### config.mk
export PLATFORM = sky130hd
export DESIGN_NAME = skew_clk_bank
export DESIGN_NICKNAME = d
export VERILOG_FILES = /design/src/rtl/skew_bank_pkg.sv /design/src/rtl/skew_phase_ctr.sv /design/src/rtl/skew_cfg_decode.sv /design/src/rtl/skew_lane.sv /design/src/rtl/skew_clk_bank.sv
export SDC_FILE = /design/constraint.sdc
export NUM_CORES = 1
export LEC_CHECK = 0
export ABC_AREA = 0
export BUFFER_PORTS_ARGS = -buffer_cell sky130_fd_sc_hd__buf_2
export CAP_MARGIN = 20
export CORE_MARGIN = 2
export CORE_UTILIZATION = 46
export CTS_CLUSTER_DIAMETER = 30
export CTS_CLUSTER_SIZE = 16
export DETAILED_ROUTE_END_ITERATION = 8
export HOLD_SLACK_MARGIN = 0.06
export MAX_ROUTING_LAYER = met4
export PLACE_DENSITY = 0.69
export RECOVER_POWER = 100
export REMOVE_ABC_BUFFERS = 1
export SYNTH_ARGS = -nofsm -noshare
export SYNTH_HDL_FRONTEND = slang
export SYNTH_SLANG_ARGS = --single-unit
### constraint.sdc
create_clock -name clk -period 5 [get_ports clk]
set_clock_uncertainty 0.15 [all_clocks]
set_input_delay 0.5 -clock clk [delete_from_list [all_inputs] [get_ports clk]]
set_output_delay 0.5 -clock clk [all_outputs]
set_load 0.005 [all_outputs]
### src/rtl/skew_bank_pkg.sv
package skew_bank_pkg;
  localparam int PH_W   = 6;
  localparam int UNIT_W = 4;
  localparam logic [PH_W-1:0] FALL_SHIFT = PH_W'(1 << (UNIT_W - 1));

  typedef enum logic [1:0] {
    MODE_SKEW = 2'd0,
    MODE_DIV2 = 2'd1,
    MODE_DIV4 = 2'd2,
    MODE_INV  = 2'd3
  } lane_mode_e;

  typedef struct packed {
    lane_mode_e        mode;
    logic signed [4:0] offs;
  } lane_cfg_t;

  // Three-level pin: 11 folds onto MID.
  function automatic logic [1:0] tri_level(input logic [1:0] pin);
    return (pin == 2'b11) ? 2'b01 : pin;
  endfunction

  function automatic logic [3:0] code_index(input logic [1:0] f1, input logic [1:0] f0);
    return ({2'b00, tri_level(f1)} * 4'd3) + {2'b00, tri_level(f0)};
  endfunction

  // Running waveform of one lane at phase ph, with the polarity shift applied.
  function automatic logic lane_wave(input logic [PH_W-1:0] ph, input lane_cfg_t cfg,
                                     input logic [PH_W-1:0] shift);
    logic [PH_W-1:0] adj;
    logic [PH_W-1:0] rel;
    adj = ph - shift;
    rel = adj - PH_W'({{(PH_W-5){cfg.offs[4]}}, cfg.offs});
    case (cfg.mode)
      MODE_SKEW: return !rel[UNIT_W-1];
      MODE_DIV2: return !adj[UNIT_W];
      MODE_DIV4: return !adj[UNIT_W+1];
      default:   return adj[UNIT_W-1];
    endcase
  endfunction
endpackage

### src/rtl/skew_phase_ctr.sv
module skew_phase_ctr
  import skew_bank_pkg::*;
(
  input  logic            clk,
  input  logic            rst,
  output logic [PH_W-1:0] cnt
);
  always_ff @(posedge clk) begin
    if (rst) cnt <= '0;
    else     cnt <= cnt + 1'b1;
  end

  // one step per clock, wrapping at the counter width
  a_r1_count_step: assert property (@(posedge clk) disable iff (rst)
    !$past(rst) |-> cnt == PH_W'($past(cnt) + 1'b1));
endmodule

### src/rtl/skew_cfg_decode.sv
module skew_cfg_decode
  import skew_bank_pkg::*;
#(
  parameter int KIND = 0  // 0: fine taps, 1: coarse with /4, 2: coarse with invert
) (
  input  logic [1:0] pin_a,
  input  logic [1:0] pin_b,
  output lane_cfg_t  cfg,
  output logic       code_ll
);
  logic [3:0]        idx;
  logic signed [4:0] centred;

  assign idx     = code_index(pin_a, pin_b);
  assign centred = $signed({1'b0, idx}) - 5'sd4;
  assign code_ll = (idx == 4'd0);

  generate
    if (KIND == 0) begin : g_fine
      always_comb begin
        cfg.mode = MODE_SKEW;
        cfg.offs = centred;
      end
    end else begin : g_coarse
      always_comb begin
        cfg.offs = '0;
        if (idx == 4'd0) begin
          cfg.mode = MODE_DIV2;
        end else if (idx == 4'd8) begin
          cfg.mode = (KIND == 1) ? MODE_DIV4 : MODE_INV;
        end else begin
          cfg.mode = MODE_SKEW;
          cfg.offs = centred <<< 1;
        end
      end
    end
  endgenerate
endmodule

### src/rtl/skew_lane.sv
module skew_lane
  import skew_bank_pkg::*;
(
  input  logic            clk,
  input  logic            rst,
  input  logic [PH_W-1:0] ph,
  input  logic [PH_W-1:0] shift,
  input  lane_cfg_t       cfg,
  input  logic            want_park,
  input  logic            park_lvl,
  output logic            q,
  output logic            parked
);
  logic raw;
  logic at_level;
  logic park_nxt;

  assign raw      = lane_wave(ph, cfg, shift);
  assign at_level = (raw == park_lvl);
  assign park_nxt = (want_park != parked && at_level) ? want_park : parked;

  always_ff @(posedge clk) begin
    if (rst) begin
      parked <= 1'b0;
      q      <= 1'b0;
    end else begin
      parked <= park_nxt;
      q      <= park_nxt ? park_lvl : raw;
    end
  end

  // any change of park state lands on the parked level
  a_r9_switch_on_level: assert property (@(posedge clk) disable iff (rst)
    (parked != $past(parked)) |-> q == $past(park_lvl));

  // a parked lane holds its parked level
  a_r6_parked_hold: assert property (@(posedge clk) disable iff (rst)
    parked |-> q == $past(park_lvl));

  // a pending release completes at the next on-level cycle
  a_r9_release: assert property (@(posedge clk) disable iff (rst)
    (parked && !want_park && at_level) |=> !parked);

  // reset leaves the lane cleared
  a_r10_reset_clear: assert property (@(posedge clk)
    $past(rst) |-> (!q && !parked));
endmodule

### src/rtl/skew_clk_bank.sv
module skew_clk_bank
  import skew_bank_pkg::*;
#(
  parameter int BANKS = 4
) (
  input  logic             clk,
  input  logic             rst,
  input  logic             edge_pos,
  input  logic             park_req,
  input  logic [1:0]       test_code,
  input  logic [4*BANKS-1:0] bank_sel,
  output logic [2*BANKS-1:0] q
);
  localparam int FEED_BANK = 2;

  logic [PH_W-1:0] ph;
  logic [PH_W-1:0] shift;
  logic            test_mid;

  assign shift    = edge_pos ? '0 : FALL_SHIFT;
  assign test_mid = (tri_level(test_code) == 2'b01);

  skew_phase_ctr i_ctr (.clk(clk), .rst(rst), .cnt(ph));

  generate
    for (genvar b = 0; b < BANKS; b++) begin : g_bank
      localparam int KIND = (b < 2) ? 0 : ((b == FEED_BANK) ? 1 : 2);
      lane_cfg_t cfg;
      logic      code_ll;
      logic      want_park;
      logic      park_lvl;
      logic      lane_q;
      logic      parked;

      skew_cfg_decode #(.KIND(KIND)) i_dec (
        .pin_a  (bank_sel[4*b+3 -: 2]),
        .pin_b  (bank_sel[4*b+1 -: 2]),
        .cfg    (cfg),
        .code_ll(code_ll)
      );

      assign want_park = park_req && ((b != FEED_BANK) || (test_mid && code_ll));
      assign park_lvl  = (cfg.mode == MODE_INV) && edge_pos;

      skew_lane i_lane (
        .clk      (clk),
        .rst      (rst),
        .ph       (ph),
        .shift    (shift),
        .cfg      (cfg),
        .want_park(want_park),
        .park_lvl (park_lvl),
        .q        (lane_q),
        .parked   (parked)
      );

      assign q[2*b]   = lane_q;
      assign q[2*b+1] = lane_q;
    end
  endgenerate
endmodule

# == After elaboration in Yosys (flattened, before gate mapping) ==
# Cells that the tools add are included.
# totals
reg_bits,14
inputBits,22
output_inout_bits,8
word_cells,97
# classes
add_sub_neg,14
multipliers,4
eq_ne,24
mux,26
reduce_logical,20
# ops
op,count
2-bit equality test (second input constant),13
2-bit two-way mux,13
4-bit two-way mux,5
4-bit by 2-bit adder with 4-bit output,4
2-bit by 2-bit multiplier with 4-bit output (second input constant),4
4-bit subtractor,4
4-bit equality test (second input constant),2
1-bit logical AND,8
4-bit logical NOT,2
4-bit by 3-bit subtractor with 4-bit output (second input constant),2
6-bit by 1-bit adder with 6-bit output (second input constant),1
2-bit by 1-bit equality test with 1-bit output (second input constant),3
1-bit logical NOT,6
1-bit two-way mux,6
1-bit one-hot mux with 3 select lines,2
3-bit subtractor (second input constant),2
6-bit by 4-bit subtractor with 6-bit output,1
2-bit logical NOT,2
1-bit != test,4
2-bit OR reduction,2
1-bit equality test,2

# == Depth between registers and ports, before layout ==
# Gate-level depths: netlist (run 1).
# depth
ltp_word,14
mapped_depth,10
mapped_depth_nobuf,10

# == Hierarchy ==
# Synthesis (run 1) repeated with hierarchy kept, for this count alone.
# hier_totals
cells_unflattened,333
area_unflattened_um2,2666.3
# modules_own_cells
mod,instances,cells_per_inst,area_each_um2,seq_area_each_um2
skew_lane,4,53,422.9,40.0
skew_cfg_decode at g_bank[0].i_dec ...,2,18,137.6,0.0
skew_phase_ctr,1,22,229.0,120.1
skew_cfg_decode at g_bank[2].i_dec,1,25,188.9,0.0
skew_cfg_decode at g_bank[3].i_dec,1,23,182.7,0.0
skew_clk_bank,1,15,98.8,0.0

# == Worst setup path before layout (run 1) ==
# No wires, ideal clock.
# synth_timing
kind,input port to flip-flop
startpoint,in bank_sel[15]
endpoint,reg g_bank[3].i_lane.parked
setup_ns,0.072
t_arrival_ns,2.645
required_time_ns,4.778
path_slack_ns,2.134
cell_stages,9
path_buffers,0
cell_sequence,or2_2 -> ha_1 -> ha_1 -> inv_1 -> ha_1 -> a21oi_1 -> mux2_2 -> o211ai_1 -> mux2i_1
# synth_via
elab_chain_cells,13
# synth_rtl
item,line,source
from (decl),skew_clk_bank.sv:11,"input logic [4*BANKS-1:0] bank_sel,"
2-bit equality test,skew_bank_pkg.sv:20,return (pin == 2'b11) ? 2'b01 : pin;
2-bit two-way mux (*),skew_bank_pkg.sv:20,
2-bit by 2-bit multiplier with 4-bit output (*),skew_bank_pkg.sv:24,"return ({2'b00, tri_level(f1)} * 4'd3) + {2'b00, tri_level(f0)};"
4-bit by 2-bit adder with 4-bit output (*),skew_bank_pkg.sv:24,
3-bit subtractor / 4-bit equality test (equally long branches),"skew_cfg_decode.sv:15, skew_cfg_decode.sv:29",
4-bit two-way mux,skew_cfg_decode.sv:29,end else if (idx == 4'd8) begin
4-bit two-way mux,skew_cfg_decode.sv:27,if (idx == 4'd0) begin
4-bit subtractor,skew_bank_pkg.sv:33,"rel = adj - PH_W'({{(PH_W-5){cfg.offs[4]}}, cfg.offs});"
1-bit logical NOT,skew_bank_pkg.sv:35,MODE_SKEW: return !rel[UNIT_W-1];
1-bit one-hot mux with 3 select lines,skew_bank_pkg.sv:34,case (cfg.mode)
1-bit equality test (*),skew_lane.sv:19,assign at_level = (raw == park_lvl);
1-bit logical AND (*),skew_lane.sv:20,assign park_nxt = (want_park != parked && at_level) ? want_park : parked;
1-bit two-way mux (*),skew_lane.sv:20,
to (signal assigned),skew_lane.sv:27,parked <= park_nxt;
to (decl),skew_lane.sv:12,output logic parked
# Every way passes the cells marked *; elsewhere a longest branch is shown, timed or not.
# A chain may end at the register's enable or synchronous reset.

# == Worst setup path after layout (run 1) ==
# Ends and elaborated chain as after synthesis.

==> flow_summary_export.csv, run 1 <==
group,metric,value,unit
logic_synthesis,synthMuxAreaShare,0.0374,
placement,io_buffers,28,
layout,diodes,0,
logic_synthesis,ys_seq_area_frac,0.205,
logic_synthesis,synth_top_family_by_area,"adder cells",
sta,clock.fmax,0.354,GHz
grt,grt-ovfl-total,0,
worst_setup_path,cp_slowest_cell,"mux2_2",
grt,grt_pass1_wl,4490,um
grt,grtUsageTotal,0.172,
worst_hold_path,hold_class,"flip-flop to flip-flop",
clocking,cts_setup_buffers,0,
layout,drive_above_1_share,0.162,
sta,final.min_clock_period,2.83,ns
logic_synthesis,synth_xor_area_frac,0.116,
clocking,cts_max_level,1,
worst_setup_path,end_kind,"flip-flop",
sta,rsz0062_at_grt,"false",
floorplanning,core_area,2780,sq um
worst_setup_path,path_common_cell,"ha_1",
logic_synthesis,ys_seq_elements,14,
logic_synthesis,yosys.area.top_type,"dfxtp_1",
pwr,irDropWorstVdd,159,uV
logic_synthesis,synth.area.top_cells,"dfxtp_1, ha_1, xnor2_1, fa_1, inv_1",
logic_synthesis,avgSynthCellArea,8.73,sq um
clocking,cts.clk_slew.worst_paths,0.08,ns
clocking,clk_path_buf_depth,2,
layout,final_nets,219,
layout,fill_cells,277,
sta,slew_viol_final,0,
logic_synthesis,synth.top_cell.area_share,0.205,
logic_synthesis,ys_types,35,
layout,synthToLayoutAreaGrowth,7.95,%
routing,first_pass_iters,4,
sta,setup_viol,0,
logic_synthesis,syn_area,1370,sq um
sta,finalSetupTns,0,ns
clocking,cts_buffers,3,
worst_setup_path,cpPeakStageDelay,0.38,ns
worst_setup_path,worstPathMaxFanout,5,
floorplanning,fp.dieH,58.6,um
sta,hold_viol_final,0,
worst_setup_path,path_cells,"buf_2, or2_2, ha_1, ha_1, inv_1, ha_1, a21oi_1, mux2_2, o211ai_1, mux2i_1",
worst_setup_path,cp-start-kind,"input pin",
grt,first_global_vias,1143,
clocking,cts_tree,"built",
grt,antenna_found_initial,0,
logic_synthesis,yosys.area_share.simple,0.176,
sta,worstMarginPinSlew,0.635,ns
grt,grt_max_degree,16,
sta,fin_crit_sh,0.566,
logic_synthesis,yosys_warnings,0,
pwr,leakage,0.716,nW
logic_synthesis,synth_common_cells,"ha_1, inv_1, dfxtp_1",
routing,vias,1069,
worst_setup_path,path_class,"input pin to flip-flop",
routing,drtIter0Drc,14,
job,cap_violations,0,
routing,drc,0,
clocking,cts-resized-gates,0,
run_status,status,"finished clean",
clocking,postCtsHoldBufs,0,
worst_setup_path,crit_required,5.07,ns
floorplanning,rows,19,
floorplanning,start_util,0.493,
clocking,cts_sinks,14,
worst_setup_path,cp_top_family,"adder cells",
logic_synthesis,async_flop_share,0,
sta,max-slew-margin-rel,0.577,
routing,wl,2380,um
pwr,power_density,242,nW/um^2
placement,dpl.hpwl,2030,um
layout,final-seq-area,280,sq um
routing,wl_per_cell,11.7,um
floorplanning,die_x,58.6,um
floorplanning,ioPinCount,30,
layout,postLayoutCellArea,1480,sq um
routing,viasPerCell,5.24,
floorplanning,dieArea,3430,sq um
routing,ant_nets,0,
logic_synthesis,synth_compound_area_frac,0.116,
clocking,clk-insertion-delay-late,0.28,ns
worst_setup_path,cp.arrival,2.89,ns
logic_synthesis,synthAdderAreaFrac,0.232,
placement,place_congestion,0.815,
layout,multi_input_area,928,sq um
placement,placed_area,1450,sq um
logic_synthesis,yosysMostFrequentCell,"ha_1",
worst_setup_path,crit_buf_inv,2,
clocking,root_buffer,"clkbuf_4",
logic_synthesis,synth_edf_count,0,
logic_synthesis,synth_top_flop_cell,"dfxtp_1",
logic_synthesis,syn_inst,157,
-- worst reg2reg max path, stage by stage, from the launching register on --
cell	delay [ns]
dfxtp_1	0.43
inv_1	0.13
fa_1	0.42
inv_1	0.06
ha_1	0.21
a41oi_1	0.25
xnor3_1	0.40
mux2i_1	0.16
nor2_1	0.05
-- power by group --
group	total (W)	switching, W	internal, W
logic	0.000143	0.0000693	0.0000739
registers	0.000133	0.00000874	0.000124
clock network	0.0000820	0.0000377	0.0000443
-- flip-flops by register name (all words and copies together) (netlist names) --
| name | flops |
|---|---|
| g_bank.i_lane.q | 4 |
| i_ctr.cnt | 6 |
| g_bank.i_lane.parked | 4 |
-- through the flow --
stage                     utilization  cells  hold slack (ns)  setup WS [ns]  power (W)
final                           0.532    204            0.271           2.17   0.000358
after global routing            0.532    204            0.292           2.00   0.000389
after CTS                       0.535    204            0.276           2.18   0.000366
after detailed placement        0.522    200            0.261           1.88   0.000282
after global placement          0.522    200            0.255           1.94   0.000275
after floorplan                     -    141            0.245           2.13   0.000239
-- layout by cell type, fill, tap and decap left out, drive strengths merged, types with 2 or more instances in the layout --
cell	synthesis	routed
buf	9	21
ha	19	19
inv	17	17
dfxtp	14	14
nor2	13	13
xnor2	12	12
clkbuf	7	11
nor2b	10	10
nand2b	5	5
a21oi	5	5
nand2	5	5
mux2i	4	4
fa	4	4
a41oi	3	3
and3b	2	2
or2	2	2
nand3	2	2
o21ai	2	2
a211oi	2	2
a2111oi	2	2
nor3	2	2
o21bai	2	2
xnor3	2	2
nor3b	2	2
-- routing by layer --
| metal | track usage | share of wire | vias to the layer above |
|---|---|---|---|
| met3 | 0.0440 | 0.036 | 4 |
| met4 | 0.0519 | 0.011 | 0 |
| met1 | 0.195 | 0.42 | 496 |
| li1 | - | - | 551 |
| met2 | 0.300 | 0.53 | 18 |
| met5 | - | 0 | - |
-- cell families after synthesis --
logic type,after synthesis
flops,14
xor+xnor,15
mux,5
fa+ha+maj,23
buf+inv,33
simple gates,45
compound gates,22
-- cell type report --
cell class                 count  area share
clock buffer                   4      0.0245
inverter                      17      0.0431
multi-input combinational    110       0.628
sequential                    14       0.190
tap                           31      0.0262
timing repair buffer          28      0.0888
-- worst paths after layout --
path / start / to / slack, ns / depth (start not counted)
setup / recovery: bank_sel[15] / g_bank[3].i_lane.parked / 2.17 / 10
hold / removal: g_bank[1].i_lane.parked / g_bank[1].i_lane.q / 0.27 / 1
setup reg to reg: i_ctr.cnt[1] / g_bank[0].i_lane.parked / 2.60 / 8
hold reg to reg: g_bank[1].i_lane.parked / g_bank[1].i_lane.q / 0.27 / 1
No activity file was read; power rests on OpenSTA's default activity.
==> run 2, diff against run 1 <==
PLACE_DENSITY = 0.72   (was 0.69)
clock period = 2.4 ns   (was 5 ns; I/O delays follow)
==> run 2 against run 1 <==
  * Register-to-register slack got worse by 2.4 ns
  * Die area is the same
  * Sequential share of layout area is 2.2 points lower
  * Final area up 13%
  * Sequential power up 110%
  * Utilization is 6.8 points higher
  * Total power is 130% higher
  * Worst setup slack worse by 2.1 ns
  * Critical path depth stayed put
  * First-iteration DRC count is the same
  * Flip-flop and latch count did not move
  * Clock power is 120% higher
==> flow_summary_export.csv, run 2 (synthesis results as in run 1) <==
group,metric,value,unit
layout,largest_register,"i_ctr.cnt",
floorplanning,core_area,2780,sq um
layout,final_cell_mix,"buf_2, inv_1, buf_4, ha_1, dfxtp_1",
worst_setup_path,crit_buf_inv,2,
grt,grt_pass1_wl,4740,um
floorplanning,ioPinCount,30,
worst_setup_path,end_kind,"flip-flop",
worst_setup_path,path_cells,"buf_2, or2_2, ha_1, ha_1, inv_1, ha_1, a21oi_2, xnor2_1, o31ai_1, a2111oi_1",
worst_setup_path,reg2reg_to,"g_bank[0].i_lane.parked",
worst_setup_path,cpPeakStageDelay,0.36,ns
clocking,cts.clk_slew.worst_paths,0.09,ns
layout,final_cell_count_no_fill,222,
job,cap_violations,0,
worst_setup_path,r2r-start,"i_ctr.cnt[3]",
routing,wl_per_cell,12.3,um
sta,max-slew-margin-rel,0.730,
worst_hold_path,min_from,"park_req",
worst_setup_path,cp.arrival,2.36,ns
pwr,leakage,0.800,nW
layout,final_common_cell,"buf_2",
layout,reg_top3,"i_ctr.cnt: 6 flops, g_bank.i_lane.parked: 4 flops, g_bank.i_lane.q: 4 flops",
clocking,postCtsHoldBufs,0,
worst_setup_path,cp_top_family,"adder cells",
worst_setup_path,worstPathMaxFanout,2,
clocking,cts_buffers,3,
clocking,clk-insertion-delay-late,0.30,ns
grt,grt_max_degree,16,
grt,first_global_vias,1182,
layout,synthToLayoutAreaGrowth,21.8,%
placement,io_buffers,28,
pwr,power_density,489,nW/um^2
worst_hold_path,holdPathEnd,"g_bank[3].i_lane.parked",
routing,vias,1160,
routing,wl,2720,um
pwr,irDropWorstVdd,368,uV
layout,final_nets,237,
sta,finalSetupTns,0,ns
routing,drc,0,
placement,dpl.hpwl,2160,um
worst_setup_path,path_class,"input pin to flip-flop",
sta,fin_crit_sh,0.965,
sta,slew_viol_final,0,
layout,fill_cells,250,
worst_setup_path,reg2reg_slack,0.23,ns
clocking,cts_max_level,1,
routing,drtIter0Drc,14,
layout,largest_register_ffs,6,
routing,viasPerCell,5.23,
placement,place_congestion,0.753,
worst_hold_path,holdPathStages,3,
worst_setup_path,crit_required,2.44,ns
layout,drive_above_1_share,0.283,
sta,clock.fmax,0.432,GHz
worst_setup_path,cp-start-kind,"input pin",
floorplanning,start_util,0.493,
floorplanning,fp.dieH,58.6,um
floorplanning,die_x,58.6,um
clocking,cts_sinks,14,
floorplanning,rows,19,
worst_hold_path,hold_class,"input pin to flip-flop",
worst_setup_path,cp_slowest_cell,"a2111oi_1",
sta,hold_viol_final,0,
routing,ant_nets,0,
sta,setup_viol,0,
run_status,status,"finished clean",
worst_setup_path,path_common_cell,"ha_1",
grt,grtUsageTotal,0.184,
layout,diodes,0,
sta,rsz0062_at_grt,"true",
clocking,root_buffer,"clkbuf_4",
sta,worstMarginPinSlew,0.395,ns
routing,first_pass_iters,4,
grt,antenna_found_initial,0,
clocking,clk_path_buf_depth,2,
placement,dp.cells,218,
sta,final.min_clock_period,2.31,ns
grt,grt-ovfl-total,0,
floorplanning,dieArea,3430,sq um
clocking,cts_tree,"built",
worst_setup_path,rr_worst_depth,6,
run 2: power breakdown:
| part | leakage (nW) | internal, W | switching (W) |
|---|---|---|---|
| clock network | 0.0210 | 0.0000926 | 0.0000858 |
| logic | 0.664 | 0.000194 | 0.000170 |
| registers | 0.115 | 0.000259 | 0.0000153 |
run 2: timing repair:
item | 4_1_cts | 5_1_grt
setup endpoints to repair | 0 | 5
buffers inserted | 0 | 0
endpoints found under the hold margin | 0 | 0
resized for setup | 0 | 10
run 2: worst register-to-register path, delay by kind of cell (launching register included):
family / cells / cell delay (ns)
fa+ha+maj: 1 / 0.51
xor+xnor: 1 / 0.47
simple gates: 1 / 0.05
mux: 1 / 0.19
flops: 1 / 0.40
buf+inv: 2 / 0.29
run 2: final cells by class:
class / count / area (sq um) / area share
multi-input cells: 110 / 986 / 0.591
flip-flops and latches: 14 / 280 / 0.168
repair buffers: 46 / 264 / 0.158
inverters: 17 / 63.8 / 0.0382
well taps: 31 / 38.8 / 0.0232
clock buffers: 4 / 36.3 / 0.0217
run 2: per-stage QoR:
step           total power [W]  area (sq um)   util  hold slack [ns]  setup slack (ns)
2_1_floorplan         0.000498          1270      -            0.162            -0.206
4_1_cts               0.000807          1620  0.583           0.0791           0.00969
3_3_place_gp          0.000610          1590  0.570            0.256            -0.251
5_1_grt               0.000887          1670  0.600            0.103           -0.0575
3_5_place_dp          0.000626          1590  0.570            0.262            -0.304
6_report              0.000817          1670  0.600           0.0784            0.0851
run 2: worst max path at each step:
stage	start	end	cells after the start
after floorplan	bank_sel[15]	g_bank[3].i_lane.parked	9
after global placement	bank_sel[1]	g_bank[0].i_lane.parked	11
after detailed placement	bank_sel[11]	g_bank[2].i_lane.parked	10
after CTS	bank_sel[11]	g_bank[2].i_lane.parked	10
after global routing	bank_sel[11]	g_bank[2].i_lane.parked	10
final	bank_sel[11]	g_bank[2].i_lane.parked	10
run 2: metal layers:
metal  share of wire  wire length [um]  global-route usage
met5               0                 0                   -
met4           0.018                49              0.0552
met3           0.058               159              0.0527
met2            0.51              1390               0.318
met1            0.41              1120               0.206
==> run 3, diff against run 2 <==
ABC_AREA = 1   (was 0)
==> run 3 against run 2 <==
  * Area after synthesis shrank 2.9%
  * Utilization shrank 2.6 points
  * Via count shrank 1.7%
  * Final area shrank 5.2%
  * Die area shrank 2.7%
  * Register-to-register slack is essentially flat
  * Total power shrank 5.7%
  * Clock-buffer cell count is the same
  * Routed wire length shrank 18%
  * Clock power shrank 4%
  * Final cell count grew 14%
==> flow_summary_export.csv, run 3 <==
group,metric,value,unit
grt,grt-ovfl-total,0,
routing,first_pass_iters,4,
logic_synthesis,synth.area.top_cells,"dfxtp_1, ha_1, inv_1, nand2_1, nor2_1",
worst_setup_path,worstPathMaxFanout,3,
logic_synthesis,synth_edf_count,0,
logic_synthesis,synth_common_cells,"inv_1, nand2_1, nor2_1",
pwr,power_density,487,nW/um^2
worst_setup_path,crit_required,2.43,ns
worst_setup_path,crit_start,"bank_sel[15]",
clocking,cts_buffers,3,
pwr,leakage,0.892,nW
floorplanning,ioPinCount,30,
layout,fill_cells,254,
layout,synthToLayoutAreaGrowth,19.0,%
worst_setup_path,end_kind,"flip-flop",
routing,drtIter0Drc,27,
logic_synthesis,syn_area,1330,sq um
pwr,pwr-share-comb,0.416,
logic_synthesis,synth.top_cell.area_share,0.211,
worst_setup_path,path_class,"input pin to flip-flop",
worst_setup_path,crit_end,"g_bank[3].i_lane.parked",
sta,fin_crit_sh,0.959,
logic_synthesis,ys_seq_area_frac,0.211,
pwr,clock_power_share,0.221,
sta,hold_viol_final,0,
logic_synthesis,syn_inst,193,
sta,rsz0062_at_grt,"true",
layout,largest_register,"i_ctr.cnt",
logic_synthesis,ys_seq_elements,14,
grt,grt_max_degree,9,
logic_synthesis,yosys.area.top_type,"dfxtp_1",
layout,post-route-util,0.574,
layout,final_cell_mix,"inv_1, nor2_1, nand2_1, buf_2, ha_1",
pwr,p_sw,0.000267,W
run_status,status,"finished clean",
placement,place_congestion,0.763,
sta,slew_viol_final,0,
clocking,cts.clk_slew.worst_paths,0.08,ns
routing,drc,0,
logic_synthesis,ys_types,22,
pwr,share_seq_of_total_power,0.363,
logic_synthesis,async_flop_share,0,
worst_setup_path,reg2reg_slack,0.22,ns
pwr,switching_share,0.346,
logic_synthesis,yosysMostFrequentCell,"inv_1",
clocking,postCtsHoldBufs,0,
floorplanning,rows,19,
sta,setup_viol,0,
routing,wl_per_cell,8.90,um
floorplanning,die_x,57.8,um
clocking,root_buffer,"clkbuf_4",
routing,vias,1140,
floorplanning,start_util,0.482,
layout,reg_top3,"i_ctr.cnt: 6 flops, g_bank.i_lane.parked: 4 flops, g_bank.i_lane.q: 4 flops",
worst_setup_path,cp-start-kind,"input pin",
layout,drive_above_1_share,0.281,
sta,clock.fmax,0.434,GHz
worst_setup_path,reg2reg_to,"g_bank[0].i_lane.parked",
grt,antenna_found_initial,0,
layout,final_common_cell,"inv_1",
layout,diodes,0,
logic_synthesis,avgSynthCellArea,6.89,sq um
sta,max-slew-margin-rel,0.731,
pwr,intPower,0.000504,W
sta,worstMarginPinSlew,0.399,ns
grt,grt_pass1_wl,3750,um
clocking,cts_sinks,14,
placement,io_buffers,28,
clocking,cts_tree,"built",
clocking,clk_path_buf_depth,2,
logic_synthesis,yosys_warnings,0,
layout,final_nets,267,
layout,largest_register_ffs,6,
routing,viasPerCell,4.52,
clocking,clk-insertion-delay-late,0.28,ns
grt,grtUsageTotal,0.147,
worst_hold_path,hold_class,"input pin to flip-flop",
clocking,cts_setup_buffers,0,
routing,wl,2240,um
floorplanning,dieArea,3340,sq um
floorplanning,fp.dieH,57.8,um
routing,ant_nets,0,
placement,dpl.hpwl,1850,um
pwr,irDropWorstVdd,433,uV
worst_setup_path,cp.arrival,2.33,ns
worst_setup_path,r2r-start,"i_ctr.cnt[1]",
logic_synthesis,synth_top_flop_cell,"dfxtp_1",
floorplanning,core_area,2760,sq um
clocking,cts_max_level,1,
worst_setup_path,rr_worst_depth,11,
grt,first_global_vias,933,
sta,final.min_clock_period,2.30,ns
job,cap_violations,0,
pwr,power.total,0.000770,W
==> run 3: cell count changes in the layout (fill, tap and decap cells not counted), moves of 9 or more <==
cell and change:
inv_1 +20, nand2_1 +21, xnor2_1 -11, nor2_1 +16
nand3_1 +9, nor2b_1 -10
==> run 3: logic make-up after synthesis <==
| kind of cell | after synthesis | share of synthesized area |
|---|---|---|
| and+or+nand+nor | 79 | 0.262 |
| buffers and inverters | 55 | 0.178 |
| adders and majority gates | 23 | 0.239 |
| DFF | 14 | 0.211 |
| AOI/OAI and AO/OA | 13 | 0.0508 |
| xor gates and xnor gates | 9 | 0.0593 |
==> run 3: critical path, cell delays in order <==
cell and delay (ns):
buf_2 0.10, or2_2 0.28, ha_1 0.29, ha_1 0.21, fa_1 0.47, nor2_1 0.14, inv_1 0.05, nor2_1 0.15
nand2_1 0.09, nand3_1 0.11, nand3_1 0.08, nand2_1 0.06, nor2_1 0.04
==> run 3: worst min-delay path by stage <==
stage | from | endpoint | slack, ns | cells past startpoint
after CTS | rst | i_ctr.cnt[1] | 0.06 | 2
after detailed placement | i_ctr.cnt[0] | i_ctr.cnt[0] | 0.31 | 1
after global routing | rst | g_bank[0].i_lane.q | 0.07 | 2
after floorplan | rst | i_ctr.cnt[1] | 0.16 | 1
after global placement | i_ctr.cnt[0] | i_ctr.cnt[0] | 0.31 | 1
final | rst | i_ctr.cnt[1] | 0.06 | 2
==> run 3: power groups by stage <==
| stage | clock network (W) | logic (W) | registers [W] |
|---|---|---|---|
| floorplan | 0 | 0.000205 | 0.000288 |
| global placement | 0 | 0.000302 | 0.000283 |
| detailed placement | 0 | 0.000309 | 0.000285 |
| CTS | 0.000175 | 0.000312 | 0.000279 |
| global route | 0.000186 | 0.000374 | 0.000283 |
| finish | 0.000170 | 0.000321 | 0.000279 |
==> run 3: layout make-up <==
class                           instances  area [sq um]  area share
Clock buffer                            4          36.3      0.0229
Sequential cell                        14           280       0.177
Multi-Input combinational cell        124           848       0.536
Inverter                               41           156      0.0988
Timing Repair Buffer                   38           223       0.141
Tap cell                               31          38.8      0.0245
==> run 3: metrics by stage <==
step                      cell area [sq um]  hold WS (ns)  setup TNS, ns  setup WS (ns)  cells
final                                  1580        0.0642              0         0.0973    252
after global routing                   1580        0.0651        -0.0487        -0.0210    252
after CTS                              1540        0.0613              0          0.100    252
after detailed placement               1500         0.312          -1.15         -0.192    248
after global placement                 1500         0.306          -1.03         -0.179    248
after floorplan                        1250         0.161              0         0.0375    179
==> run 3: routing by layer <==
layer	global-route usage	up-vias	share of wire
met4	0.0299	0	0.0067
met2	0.242	23	0.48
met5	-	-	0
met3	0.0290	2	0.042
met1	0.188	481	0.47
li1	-	634	-
==> run 3: what timing repair did <==
item | in CTS | in global routing
hold endpoints to repair | 0 | 0
resized for setup | 0 | 15
setup endpoints to repair | 0 | 5
